===== src/rtl/sdm_sinc3_pkg.sv =====
`timescale 1ns/1ps
package sdm_sinc3_pkg;

  // Number of integrator and differentiator stages (sinc cubed).
  localparam int unsigned CIC_ORDER = 3;

  // Bits needed to hold ratio^order for a single-bit unsigned input.
  function automatic int unsigned acc_width(input int unsigned order,
                                            input int unsigned dec_log2);
    return 1 + order * dec_log2;
  endfunction

endpackage


===== src/rtl/sdm_sinc3_sync.sv =====
`timescale 1ns/1ps
// Brings modulator clock and data into the system domain and emits one
// step pulse per rising edge, with the data bit aligned to that pulse.
module sdm_sinc3_sync #(
  parameter int unsigned SYNC_STAGES = 2
) (
  input  logic clk,
  input  logic rst,
  input  logic mod_clk,
  input  logic mod_dat,
  output logic step,
  output logic bit_o
);

  logic [SYNC_STAGES-1:0] clk_sr, dat_sr;
  logic [SYNC_STAGES-1:0] clk_sr_nxt, dat_sr_nxt;
  logic                   clk_prev;

  if (SYNC_STAGES == 1) begin : g_single
    assign clk_sr_nxt = mod_clk;
    assign dat_sr_nxt = mod_dat;
  end else begin : g_chain
    assign clk_sr_nxt = {clk_sr[SYNC_STAGES-2:0], mod_clk};
    assign dat_sr_nxt = {dat_sr[SYNC_STAGES-2:0], mod_dat};
  end

  always_ff @(posedge clk) begin
    if (rst) begin
      clk_sr   <= '0;
      dat_sr   <= '0;
      clk_prev <= 1'b0;
      step     <= 1'b0;
      bit_o    <= 1'b0;
    end else begin
      clk_sr   <= clk_sr_nxt;
      dat_sr   <= dat_sr_nxt;
      clk_prev <= clk_sr[SYNC_STAGES-1];
      step     <= clk_sr[SYNC_STAGES-1] & ~clk_prev;
      bit_o    <= dat_sr[SYNC_STAGES-1];
    end
  end

endmodule


===== src/rtl/sdm_sinc3_integ.sv =====
`timescale 1ns/1ps
// Cascade of wrap-around accumulators, advanced once per modulator step.
module sdm_sinc3_integ #(
  parameter int unsigned ORDER = 3,
  parameter int unsigned ACC_W = 25
) (
  input  logic             clk,
  input  logic             rst,
  input  logic             step,
  input  logic             bit_in,
  output logic [ACC_W-1:0] acc_out
);

  logic [ACC_W-1:0] tap [ORDER];

  for (genvar k = 0; k < ORDER; k++) begin : g_stage
    logic [ACC_W-1:0] acc_q;
    logic [ACC_W-1:0] addend;

    if (k == 0) begin : g_head
      assign addend = {{(ACC_W-1){1'b0}}, bit_in};
    end else begin : g_tail
      assign addend = tap[k-1];
    end

    always_ff @(posedge clk) begin
      if (rst)       acc_q <= '0;
      else if (step) acc_q <= acc_q + addend;
    end

    assign tap[k] = acc_q;
  end

  assign acc_out = tap[ORDER-1];

endmodule


===== src/rtl/sdm_sinc3_comb.sv =====
`timescale 1ns/1ps
// Decimation phase counter and differentiator chain evaluated in the
// system cycle of every 2**DEC_LOG2-th step.
module sdm_sinc3_comb #(
  parameter int unsigned ORDER    = 3,
  parameter int unsigned ACC_W    = 25,
  parameter int unsigned DEC_LOG2 = 8
) (
  input  logic             clk,
  input  logic             rst,
  input  logic             step,
  input  logic [ACC_W-1:0] acc_in,
  output logic [ACC_W-1:0] comb_res,
  output logic             comb_vld
);

  logic [DEC_LOG2-1:0] phase_q;
  logic                tick;
  logic [ACC_W-1:0]    diff [ORDER+1];

  assign tick    = step && (phase_q == '1);
  assign diff[0] = acc_in;

  for (genvar k = 0; k < ORDER; k++) begin : g_diff
    logic [ACC_W-1:0] dly_q;

    assign diff[k+1] = diff[k] - dly_q;

    always_ff @(posedge clk) begin
      if (rst)       dly_q <= '0;
      else if (tick) dly_q <= diff[k];
    end
  end

  always_ff @(posedge clk) begin
    if (rst) begin
      phase_q  <= '0;
      comb_res <= '0;
      comb_vld <= 1'b0;
    end else begin
      comb_vld <= tick;
      if (step) phase_q  <= phase_q + DEC_LOG2'(1);
      if (tick) comb_res <= diff[ORDER];
    end
  end

endmodule


===== src/rtl/sdm_sinc3_out.sv =====
`timescale 1ns/1ps
// Scales the decimated result to offset binary, clamps full scale and
// withholds the settling words.
module sdm_sinc3_out #(
  parameter int unsigned ACC_W        = 25,
  parameter int unsigned OUT_W        = 16,
  parameter int unsigned SETTLE_WORDS = 3
) (
  input  logic             clk,
  input  logic             rst,
  input  logic [ACC_W-1:0] comb_res,
  input  logic             comb_vld,
  output logic [OUT_W-1:0] sample_out,
  output logic             sample_vld
);

  localparam int unsigned SW = (SETTLE_WORDS > 0) ? $clog2(SETTLE_WORDS + 1) : 1;

  logic [SW-1:0]    settle_q;
  logic             settled;
  logic             full_scale;
  logic [OUT_W-1:0] scaled;
  logic [OUT_W-1:0] code;

  assign settled    = (settle_q == SW'(SETTLE_WORDS));
  assign full_scale = comb_res[ACC_W-1];

  if (ACC_W - 1 > OUT_W) begin : g_trunc
    logic unused_lsbs;
    assign scaled      = comb_res[ACC_W-2 -: OUT_W];
    assign unused_lsbs = ^comb_res[ACC_W-2-OUT_W:0];
  end else if (ACC_W - 1 == OUT_W) begin : g_exact
    assign scaled = comb_res[ACC_W-2:0];
  end else begin : g_pad
    assign scaled = {comb_res[ACC_W-2:0], {(OUT_W-ACC_W+1){1'b0}}};
  end

  assign code = full_scale ? '1 : scaled;

  always_ff @(posedge clk) begin
    if (rst) begin
      settle_q   <= '0;
      sample_out <= '0;
      sample_vld <= 1'b0;
    end else begin
      sample_vld <= 1'b0;
      if (comb_vld) begin
        if (settled) begin
          sample_out <= code;
          sample_vld <= 1'b1;
        end else begin
          settle_q <= settle_q + SW'(1);
        end
      end
    end
  end

endmodule


===== src/rtl/sdm_sinc3_decim.sv =====
`timescale 1ns/1ps
module sdm_sinc3_decim
  import sdm_sinc3_pkg::*;
#(
  parameter int unsigned DEC_LOG2     = 8,
  parameter int unsigned OUT_W        = 16,
  parameter int unsigned SYNC_STAGES  = 2,
  parameter int unsigned SETTLE_WORDS = 3
) (
  input  logic             clk,
  input  logic             rst,
  input  logic             mod_clk,
  input  logic             mod_dat,
  output logic [OUT_W-1:0] sample_out,
  output logic             sample_vld
);

  localparam int unsigned ACC_W = acc_width(CIC_ORDER, DEC_LOG2);

  logic             step;
  logic             bit_s;
  logic [ACC_W-1:0] integ_out;
  logic [ACC_W-1:0] comb_res;
  logic             comb_vld;

  sdm_sinc3_sync #(
    .SYNC_STAGES(SYNC_STAGES)
  ) sync_i (
    .clk    (clk),
    .rst    (rst),
    .mod_clk(mod_clk),
    .mod_dat(mod_dat),
    .step   (step),
    .bit_o  (bit_s)
  );

  sdm_sinc3_integ #(
    .ORDER(CIC_ORDER),
    .ACC_W(ACC_W)
  ) integ_i (
    .clk    (clk),
    .rst    (rst),
    .step   (step),
    .bit_in (bit_s),
    .acc_out(integ_out)
  );

  sdm_sinc3_comb #(
    .ORDER   (CIC_ORDER),
    .ACC_W   (ACC_W),
    .DEC_LOG2(DEC_LOG2)
  ) comb_i (
    .clk     (clk),
    .rst     (rst),
    .step    (step),
    .acc_in  (integ_out),
    .comb_res(comb_res),
    .comb_vld(comb_vld)
  );

  sdm_sinc3_out #(
    .ACC_W       (ACC_W),
    .OUT_W       (OUT_W),
    .SETTLE_WORDS(SETTLE_WORDS)
  ) out_i (
    .clk       (clk),
    .rst       (rst),
    .comb_res  (comb_res),
    .comb_vld  (comb_vld),
    .sample_out(sample_out),
    .sample_vld(sample_vld)
  );

endmodule


===== config.mk =====
export PLATFORM = sky130hd
export DESIGN_NAME = sdm_sinc3_decim
export DESIGN_NICKNAME = d
export VERILOG_FILES = /design/src/rtl/sdm_sinc3_pkg.sv /design/src/rtl/sdm_sinc3_sync.sv /design/src/rtl/sdm_sinc3_integ.sv /design/src/rtl/sdm_sinc3_comb.sv /design/src/rtl/sdm_sinc3_out.sv /design/src/rtl/sdm_sinc3_decim.sv
export SDC_FILE = /design/constraint.sdc
export NUM_CORES = 1
export LEC_CHECK = 0
export ABC_AREA = 1
export BUFFER_PORTS_ARGS = -buffer_cell sky130_fd_sc_hd__buf_2
export CORE_ASPECT_RATIO = 0.5
export CORE_MARGIN = 10
export CORE_UTILIZATION = 65
export CTS_CLUSTER_DIAMETER = 150
export DETAILED_ROUTE_END_ITERATION = 6
export PLACE_DENSITY = 0.91
export SLEW_MARGIN = 20
export SYNTH_ARGS = -nofsm -noshare
export SYNTH_HDL_FRONTEND = slang
export SYNTH_SLANG_ARGS = --single-unit

===== constraint.sdc =====
create_clock -name clk -period 7.1 [get_ports clk]
set_input_delay 1.065 -clock clk [delete_from_list [all_inputs] [get_ports clk]]
set_output_delay 1.065 -clock clk [all_outputs]
set_load 0.01 [all_outputs]

## Yosys cells after proc, flatten, opt, wreduce, memory -nomap -nowiden

Index checks and enable logic that the tools add are counted.

| cells by class | value |
|---|---|
| add/sub/neg operators | 8 |
| equal/unequal tests | 2 |
| muxes and demuxes | 2 |
| bitwise operators | 4 |
| reductions and logical operators | 4 |

Operator list:

| kind | number |
|---|---|
| subtractor 25 bit | 3 |
| adder 25 bit | 2 |
| adder 25 x 1 -> 25 bit | 1 |
| 2-to-1 mux 16 bit | 1 |
| adder 8 x 1 -> 8 bit, second input constant | 1 |
| equality test 8 bit, second input constant | 1 |
| AND reduction 2 bit | 2 |
| inverter 1 bit | 3 |
| adder 2 x 1 -> 2 bit, second input constant | 1 |
| equality test 2 bit, second input constant | 1 |
| OR reduction 2 bit | 1 |
| AND 1 bit | 1 |
| logical AND 1 bit | 1 |
| 2-to-1 mux 1 bit | 1 |

| storage, ports and cells | value |
|---|---|
| register bits after elaboration | 210 |
| bits of input ports | 4 |
| output and inout bits | 17 |
| word-level logic and storage cells | 37 |

## Longest topological paths before layout

Gate-level depths: netlist of the first run.

| logic depth | value |
|---|---|
| depth in word-level cells | 3 |
| mapped depth | 33 |
| depth with buffers taken out | 33 |

## Cells and area by module

A second synthesis of the first run with hierarchy kept.

| second synthesis, totals | value |
|---|---|
| cells, all modules | 2565 |
| area, all modules | 15962.8 sq um |

Modules (own cells, without submodules):

| module | times used | cells an instance | area each (sq um) | seq. area each (sq um) |
|---|---|---|---|---|
| sdm_sinc3_comb | 1 | 1173 | 8029.0 | 2182.1 |
| sdm_sinc3_integ | 1 | 1218 | 6822.8 | 1501.4 |
| sdm_sinc3_out | 1 | 153 | 915.9 | 380.4 |
| sdm_sinc3_sync | 1 | 21 | 195.2 | 140.1 |

## Least setup slack after synthesis of the first run

No wires, ideal clock.

| timing | value |
|---|---|
| path kind | register to register |
| start point | register integ_i.g_stage[2].acc_q[0] (netlist: integ_i.acc_out[0]) |
| end point | register comb_i.comb_res[21] |
| setup time | 56 ps |
| arrival | 4299 ps |
| required time | 7044 ps |
| slack | 2745 ps |
| stages on the path, launching flop included | 29 |
| path buffers | 0 |
| period minus slack after synthesis | 4355 ps |
| path through | dfxtp_1 -> inv_1 -> ha_1 -> inv_1 -> fa_1 -> nand3_1 -> nand2_1 -> a31o_2 -> xor2_1 -> ha_1 -> nand2_1 -> nor2_2 -> nand2_1 -> o211ai_2 -> a31oi_1 -> o21ai_0 -> nand2_1 -> nand3_1 -> nand2_1 -> ha_1 -> nand2_1 -> o21ai_0 -> a21oi_1 -> nand3_1 -> a31o_2 -> or2_2 -> nand3_1 -> nand2_1 -> inv_1 |

RTL lines:

| what | line | RTL |
|---|---|---|
| start: declaration | sdm_sinc3_integ.sv:17 | `logic [ACC_W-1:0] acc_q;` |
| start signal: assignment | sdm_sinc3_integ.sv:28 | `else if (step) acc_q <= acc_q + addend;` |
| end signal: assignment | sdm_sinc3_comb.sv:43 | `if (tick) comb_res <= diff[ORDER];` |
| end: declaration | sdm_sinc3_comb.sv:13 | `output logic [ACC_W-1:0] comb_res,` |

==> metrics.txt, run 1 <==
hold worst-path end sync_i.step; port bufs 20; worst hold slack between 300 and 400 ps; initial antenna violation count 0; DRC violations left 0; ANT cells 0; delay-heaviest family, CP compound AO/OA/AOI/OAI gates; post-synthesis cell type count 50; Post-synth EDFFs 0; Pwr Total a little under 4 mW; sw frac 38.23%; Int Pwr between 2 and 2.5 mW; GRT Total Usage about 23%; Power Dens Cells about 260 nW/µm²; worst skew pair latency 530 ps; hold path depth 1; 1st-pass router iterations 5; Die Span Y between 100 and 150 µm; Hold Fails Final Rpt 0; synth top area cells dfxtp_1 29%, ha_1 11%, inv_1 8.9%; post-route ant nets 0; worst-margin pin slew about 960 ps; Clk pwr share 30.5%; post-cts sizing count 0; GRT Residual Overflow 0; outcome finished clean; Post-Syn Area 13860 µm²; Tmin final 5028 ps; ys async rst share 0%; Register Area around 4000 µm²; layout cell share with drive strength beyond 1 between 4 and 5%; syn avg cell area between 6 and 7 µm²; Hold Path Class register to register; DR vias 13093; Yosys reg bits between 200 and 250; Peak Freq roughly 200 MHz; Fillers ~1700; area delta synth->final 6.940%; Fin Setup TNS 0 ps; # H-tree levels 1; Core ar. 20740 µm²; Die Width 226.5 µm; Net Count, Synth roughly 2200; DRT Wirelength 32.56 mm; pin count of the biggest net entering global routing 122; Max stage delay on crit path 390 ps; Root Driver clkbuf_16; die area 27930 µm²; critical path endpoint category register; Data required, critical path around 7500 ps; Slew headroom around 36%; unrepaired setup endpoints after global routing no; Gate Count Post-Synth ~2000; reg2reg start integ_i.acc_out[0]; TritonCTS clock tree done; ys flop type dfxtp_1; clock skew roughly 28 ps; reg2reg setup slack 2070 ps; most frequent CP cell nand3_1; Startpoint Class register; Final Slew Violations 0; r2r endpoint comb_i.comb_res[20]; leak pwr 7.398 nW; switching pwr roughly 1.5 mW; Post-DP HPWL 23.80 mm; initial core utilization ~67%; I/O pin count 21; critical path peak fanout 6; Multi-input gate area 8332 µm²; HP Start sync_i.clk_prev; post-synth top area share 29.17%; Nets 2172; initial DRC count roughly 1000; max-cap check violation count 0; post-CTS setup buffers 0; Slowest-stage cell, CP fa_1; Comb power frac between 30% and 40%; RD Place Congestion roughly 0.94; cell row count 37; first-pass GRT wire length between 50 and 60 mm; vias in the first global route approximately 12000; Max rail drop VDD 0.1511 mV; setup violators final 0; CTS Buf Count 21; sequential area share after synthesis approximately 30%; clock buffer depth 3; WS Path Type register to register; period utilisation layout 70.81%; Seq pwr share between 20% and 30%; YS warnings 0; Reg clk slew, reported paths 60 ps; worst r2r path cells 25; Wirelength per Cell approximately 14 µm; CP arrival 5430 ps; cell type with the largest total area after synthesis dfxtp_1; vias per inst 5.624; clock sinks roughly 200; WP buf/inv 3; hold buffer count at cts 0
==> logic make-up after synthesis <==
kind of cell / synth area share, %
AOI/OAI and AO/OA: 21.04
buffers and inverters: 10.74
and+or+nand+nor: 21.75
xor gates and xnor gates: 5.622
adders and majority gates: 11.68
DFF: 29.17
==> metal layers <==
metal	GRT usage, %	wire, µm	vias up
li1	-	-	6775
met1	28.95	14850	5876
met2	40.24	14690	354
met3	3.403	1824	88
met4	9.038	1201	0
met5	0	0	-
==> state kept, by name, indices dropped and copies added, names as in the netlist <==
| name | cells |
|---|---|
| comb_i.g_diff.dly_q | 75 |
| integ_i.g_stage.acc_q | 50 |
| integ_i.acc_out | 25 |
| comb_i.comb_res | 17 |
| out_i.sample_out | 16 |
| comb_i.phase_q | 8 |
| out_i.settle_q | 2 |
| sync_i.clk_sr | 2 |
| sync_i.dat_sr | 2 |
| comb_i.comb_vld | 1 |
| out_i.sample_vld | 1 |
| sync_i.bit_o | 1 |
| sync_i.clk_prev | 1 |
| sync_i.step | 1 |
==> layout make-up <==
class	count	share of cell area, %
Multi-Input combinational cell	1462	56.19
Sequential cell	202	27.28
Inverter	328	8.312
Clock buffer	28	3.857
Tap cell	273	2.304
Clock inverter	9	1.030
Timing Repair Buffer	26	1.021
==> Yosys cell counts (5+ instances only) <==
master    instances
o21a_1            8
clkbuf_1         34
nor3_1           50
nor4_1           14
o21ai_0         157
a21o_1           19
nand2_1         300
buf_2             7
inv_1           327
dfxtp_1         202
o211ai_1         20
xor2_1           59
o21bai_1         12
nand3_1          90
nor2_1          228
ha_1            123
o21ai_1          51
xnor2_1          30
a21oi_1         224
buf_1            10
a31oi_1           5
nand4_1          21
==> how the worst max path moves through the flow <==
stage | cells after the start | startpoint | to
floorplan | 28 | integ_i.acc_out[0] | comb_i.comb_res[21]
global placement | 25 | integ_i.acc_out[0] | comb_i.comb_res[20]
detailed placement | 25 | integ_i.acc_out[0] | comb_i.comb_res[20]
CTS | 25 | integ_i.acc_out[0] | comb_i.comb_res[20]
global route | 27 | comb_i.g_diff[0].dly_q[2] | comb_i.comb_res[20]
finish | 25 | integ_i.acc_out[0] | comb_i.comb_res[20]
==> power groups by stage <==
| stage | registers (mW) | logic, mW | clock network [mW] |
|---|---|---|---|
| CTS | 1.16 | 1.53 | 1.20 |
| global placement | 1.18 | 1.51 | 0 |
| finish | 1.16 | 1.55 | 1.19 |
| global route | 1.16 | 1.76 | 1.25 |
| detailed placement | 1.18 | 1.52 | 0 |
| floorplan | 1.18 | 1.18 | 0 |
==> per-stage QoR <==
| step | cells | area, µm² | setup WS (ps) | utilization (%) |
|---|---|---|---|---|
| floorplan | 2049 | 13860 | 2745 | - |
| global placement | 2291 | 14100 | 2245 | 67.98 |
| detailed placement | 2291 | 14100 | 2140 | 67.98 |
| CTS | 2328 | 14820 | 2084 | 71.47 |
| global route | 2328 | 14830 | 1540 | 71.49 |
| finish | 2328 | 14830 | 2072 | 71.49 |
==> cells in the final DEF (no fill, tap or decap), types with 20 or more instances in the layout <==
cell and instances:
inv_1 326, nand2_1 300, nor2_1 228, a21oi_1 224, dfxtp_1 201, o21ai_0 157, ha_1 123, nand3_1 90
xor2_1 59, o21ai_1 51, nor3_1 50, xnor2_1 30, nand4_1 21, clkbuf_16 21, o211ai_1 20
No activity file was read; power rests on OpenSTA's default activity.
==> run 2, diff against run 1 <==
--- a/config.mk
+++ b/config.mk
@@ -9,10 +9,10 @@
 export BUFFER_PORTS_ARGS = -buffer_cell sky130_fd_sc_hd__buf_2
 export CORE_ASPECT_RATIO = 0.5
 export CORE_MARGIN = 10
-export CORE_UTILIZATION = 65
+export CORE_UTILIZATION = 58
 export CTS_CLUSTER_DIAMETER = 150
 export DETAILED_ROUTE_END_ITERATION = 6
-export PLACE_DENSITY = 0.91
+export PLACE_DENSITY = 0.86
 export SLEW_MARGIN = 20
 export SYNTH_ARGS = -nofsm -noshare
 export SYNTH_HDL_FRONTEND = slang
==> constraint.sdc (replaced) <==
create_clock -name clk -period 4.5 [get_ports clk]
set_input_delay 0.675 -clock clk [delete_from_list [all_inputs] [get_ports clk]]
set_output_delay 0.675 -clock clk [all_outputs]
set_load 0.01 [all_outputs]
==> run 2 against run 1 <==
Against the previous run:
- largest cell class unchanged
- sequential cell count did not move
- non-clock buffer count rose by 174
- the run now ends with setup timing left
- total power rose by 120%
==> metrics.txt, run 2 (synthesis results as in run 1) <==
outcome finished, violations left (was finished clean); failing checks setup timing; initial antenna violation count 0 (unchanged); first-pass GRT wire length 60.73 mm (was 54.86 mm); 1st-pass router iterations 6 (was 5); Max stage delay on crit path 380 ps (was 390 ps); setup violators final 8 (was 0); Multi-input gate area 9595 µm² (was 8332 µm²); RD Place Congestion 0.9310 (was 0.9429); ANT cells 0 (unchanged); I/O pin count 21 (unchanged); vias per inst 5.811 (was 5.624); TritonCTS clock tree done (unchanged); Die Width 238.7 µm (was 226.5 µm); most frequent cells in the layout 318 x inv_1, 271 x nand2_1, 216 x nor2_1 (was 326 x inv_1, 300 x nand2_1, 228 x nor2_1); Root Driver clkbuf_16 (unchanged); Reg clk slew, reported paths 70 ps (was 60 ps); Comb power frac 57.5% (was 39.8%); sw frac 40.81% (was 38.23%); clock skew 24.42 ps (was 27.51 ps); Tmin final 4750 ps (was 5028 ps); Register Area 4049 µm² (was 4045 µm²); Wirelength per Cell 16.71 µm (was 13.99 µm); switching pwr 3.436 mW (was 1.488 mW); Placement Setup Slack -283.9 ps (was 2140 ps); critical path endpoint category register (unchanged); Slowest-stage cell, CP ha_2 (was fa_1); DRT Wirelength 42.35 mm (was 32.56 mm); unrepaired setup endpoints after global routing yes (was no); flip-flop count of the largest register after layout 75 (unchanged); hold buffer count at cts 0 (unchanged); # H-tree levels 1 (unchanged); Int Pwr 4.984 mW (was 2.404 mW); Hold Path Class input pin to register (was register to register); Post-DP HPWL 25.32 mm (was 23.80 mm); GRT Total Usage 23.01% (was 23.22%); most frequent CP cell nand3_2 (was nand3_1); port bufs 20 (unchanged); worst setup margin -249.8 ps (was 2072 ps); Data required, critical path 4910 ps (was 7500 ps); Seq pwr share 21.7% (was 29.8%); Fillers 1501 (was 1726); Power Dens Cells 483.1 nW/µm² (was 262.6 nW/µm²); layout cell share with drive strength beyond 1 20.21% (was 4.039%); Final Slew Violations 0 (unchanged); worst-margin pin slew 848.5 ps (was 961.7 ps); Top reg by flops comb_i.g_diff.dly_q (unchanged); pin count of the biggest net entering global routing 97 (was 122); clock buffer depth 3 (unchanged); Max rail drop VDD 0.3240 mV (was 0.1511 mV); initial core utilization 59.82% (was 66.85%); Clk pwr share 20.8% (was 30.5%); Nets 2345 (was 2172); cell row count 39 (was 37); die area 30860 µm² (was 27930 µm²); delay-heaviest family, CP adder cells (was compound AO/OA/AOI/OAI gates); critical path peak fanout 4 (was 6); initial DRC count 1441 (was 1014); commonest non-fill, non-tap cell in the layout inv_1 (unchanged); Die Span Y 129.3 µm (was 123.3 µm); Post-Layout Cell Count 2534 (was 2328); Slew headroom 43.43% (was 35.88%); DR vias 14726 (was 13093); Hold Fails Final Rpt 0 (unchanged); Peak Freq 210.5 MHz (was 198.9 MHz); Core ar. 23180 µm² (was 20740 µm²); WP buf/inv 7 (was 3); WS Path Type register to register (unchanged); worst skew pair latency 530 ps (about the same); post-route ant nets 0 (unchanged); DRC violations left 0 (unchanged); CP arrival 5160 ps (was 5430 ps); max-cap check violation count 0 (unchanged); GRT Residual Overflow 0 (unchanged); CTS Buf Count 20 (was 21); leak pwr 8.479 nW (was 7.398 nW); vias in the first global route 13253 (was 12053); period utilisation layout 105.6% (was 70.81%); Startpoint Class register (unchanged); clock sinks 202 (unchanged); # placed instances 2453 (was 2291); area delta synth->final 25.72% (was 6.940%)
## run 2: cell types whose count changed in the layout (fill, tap and decap cells not counted), moves of 20 or more
cell and change:
nand2_1 -29, ha_1 -29, nand2_2 +20, ha_4 +23
buf_4 +162, a21oi_1 -40, a21oi_2 +32
## run 2: stage by stage
step	hold slack [ps]	TNS, ps	instance area, µm²	utilization (%)	power [mW]
after detailed placement	370.2	-1705	15110	65.21	4.947
after floorplan	372.8	0	13860	-	3.722
after global placement	368.1	-1074	15110	65.21	4.934
after CTS	354.3	-10.57	16360	70.58	7.202
final	363.0	-1319	17430	75.20	8.420
after global routing	354.3	-4076	17430	75.20	8.789
## run 2: final timing paths
path | startpoint | to | slack (ps) | cells after the start
worst max-delay path | integ_i.acc_out[0] | comb_i.comb_res[23] | -250 | 27
worst min-delay path | mod_dat | sync_i.dat_sr[0] | 360 | 3
worst max register to register | integ_i.acc_out[0] | comb_i.comb_res[23] | -250 | 27
worst min register to register | sync_i.clk_prev | sync_i.step | 380 | 1
## run 2: final cells by class
cell class	instances	share of cell area, %
Sequential cell	202	23.23
Clock buffer	23	3.058
Tap cell	307	2.204
Inverter	328	7.071
Timing Repair Buffer	200	8.671
Clock inverter	12	0.7178
Multi-Input combinational cell	1462	55.05
## run 2: power by group through the flow
stage / clock [mW] / combinational, mW / sequential (mW)
after floorplan: 0 / 1.86 / 1.86
after global placement: 0 / 3.07 / 1.86
after detailed placement: 0 / 3.08 / 1.87
after CTS: 1.75 / 3.63 / 1.83
after global routing: 1.83 / 5.13 / 1.83
final: 1.75 / 4.84 / 1.83
## run 2: tightest hold or removal path: cells and delay by family
| kind | cells | cell delay [ps] |
|---|---|---|
| buf+inv | 2 | 100 |
| simple gates | 1 | 60 |
## run 2: metal layers
layer	GRT usage [%]	vias to the layer above	routed length [µm]
li1	-	7112	-
met1	27.44	6744	17390
met2	42.04	668	20040
met3	3.132	202	2727
met4	8.127	0	2195
met5	0	-	0
## run 2: timing repair
action                                 4_1_cts  5_1_grt
endpoints found under the hold margin        0        0
gates resized for setup                    101      170
setup endpoints to repair                   11       15
buffers inserted                            24       23
gates cloned                                 0        0
pin swaps                                   60       92
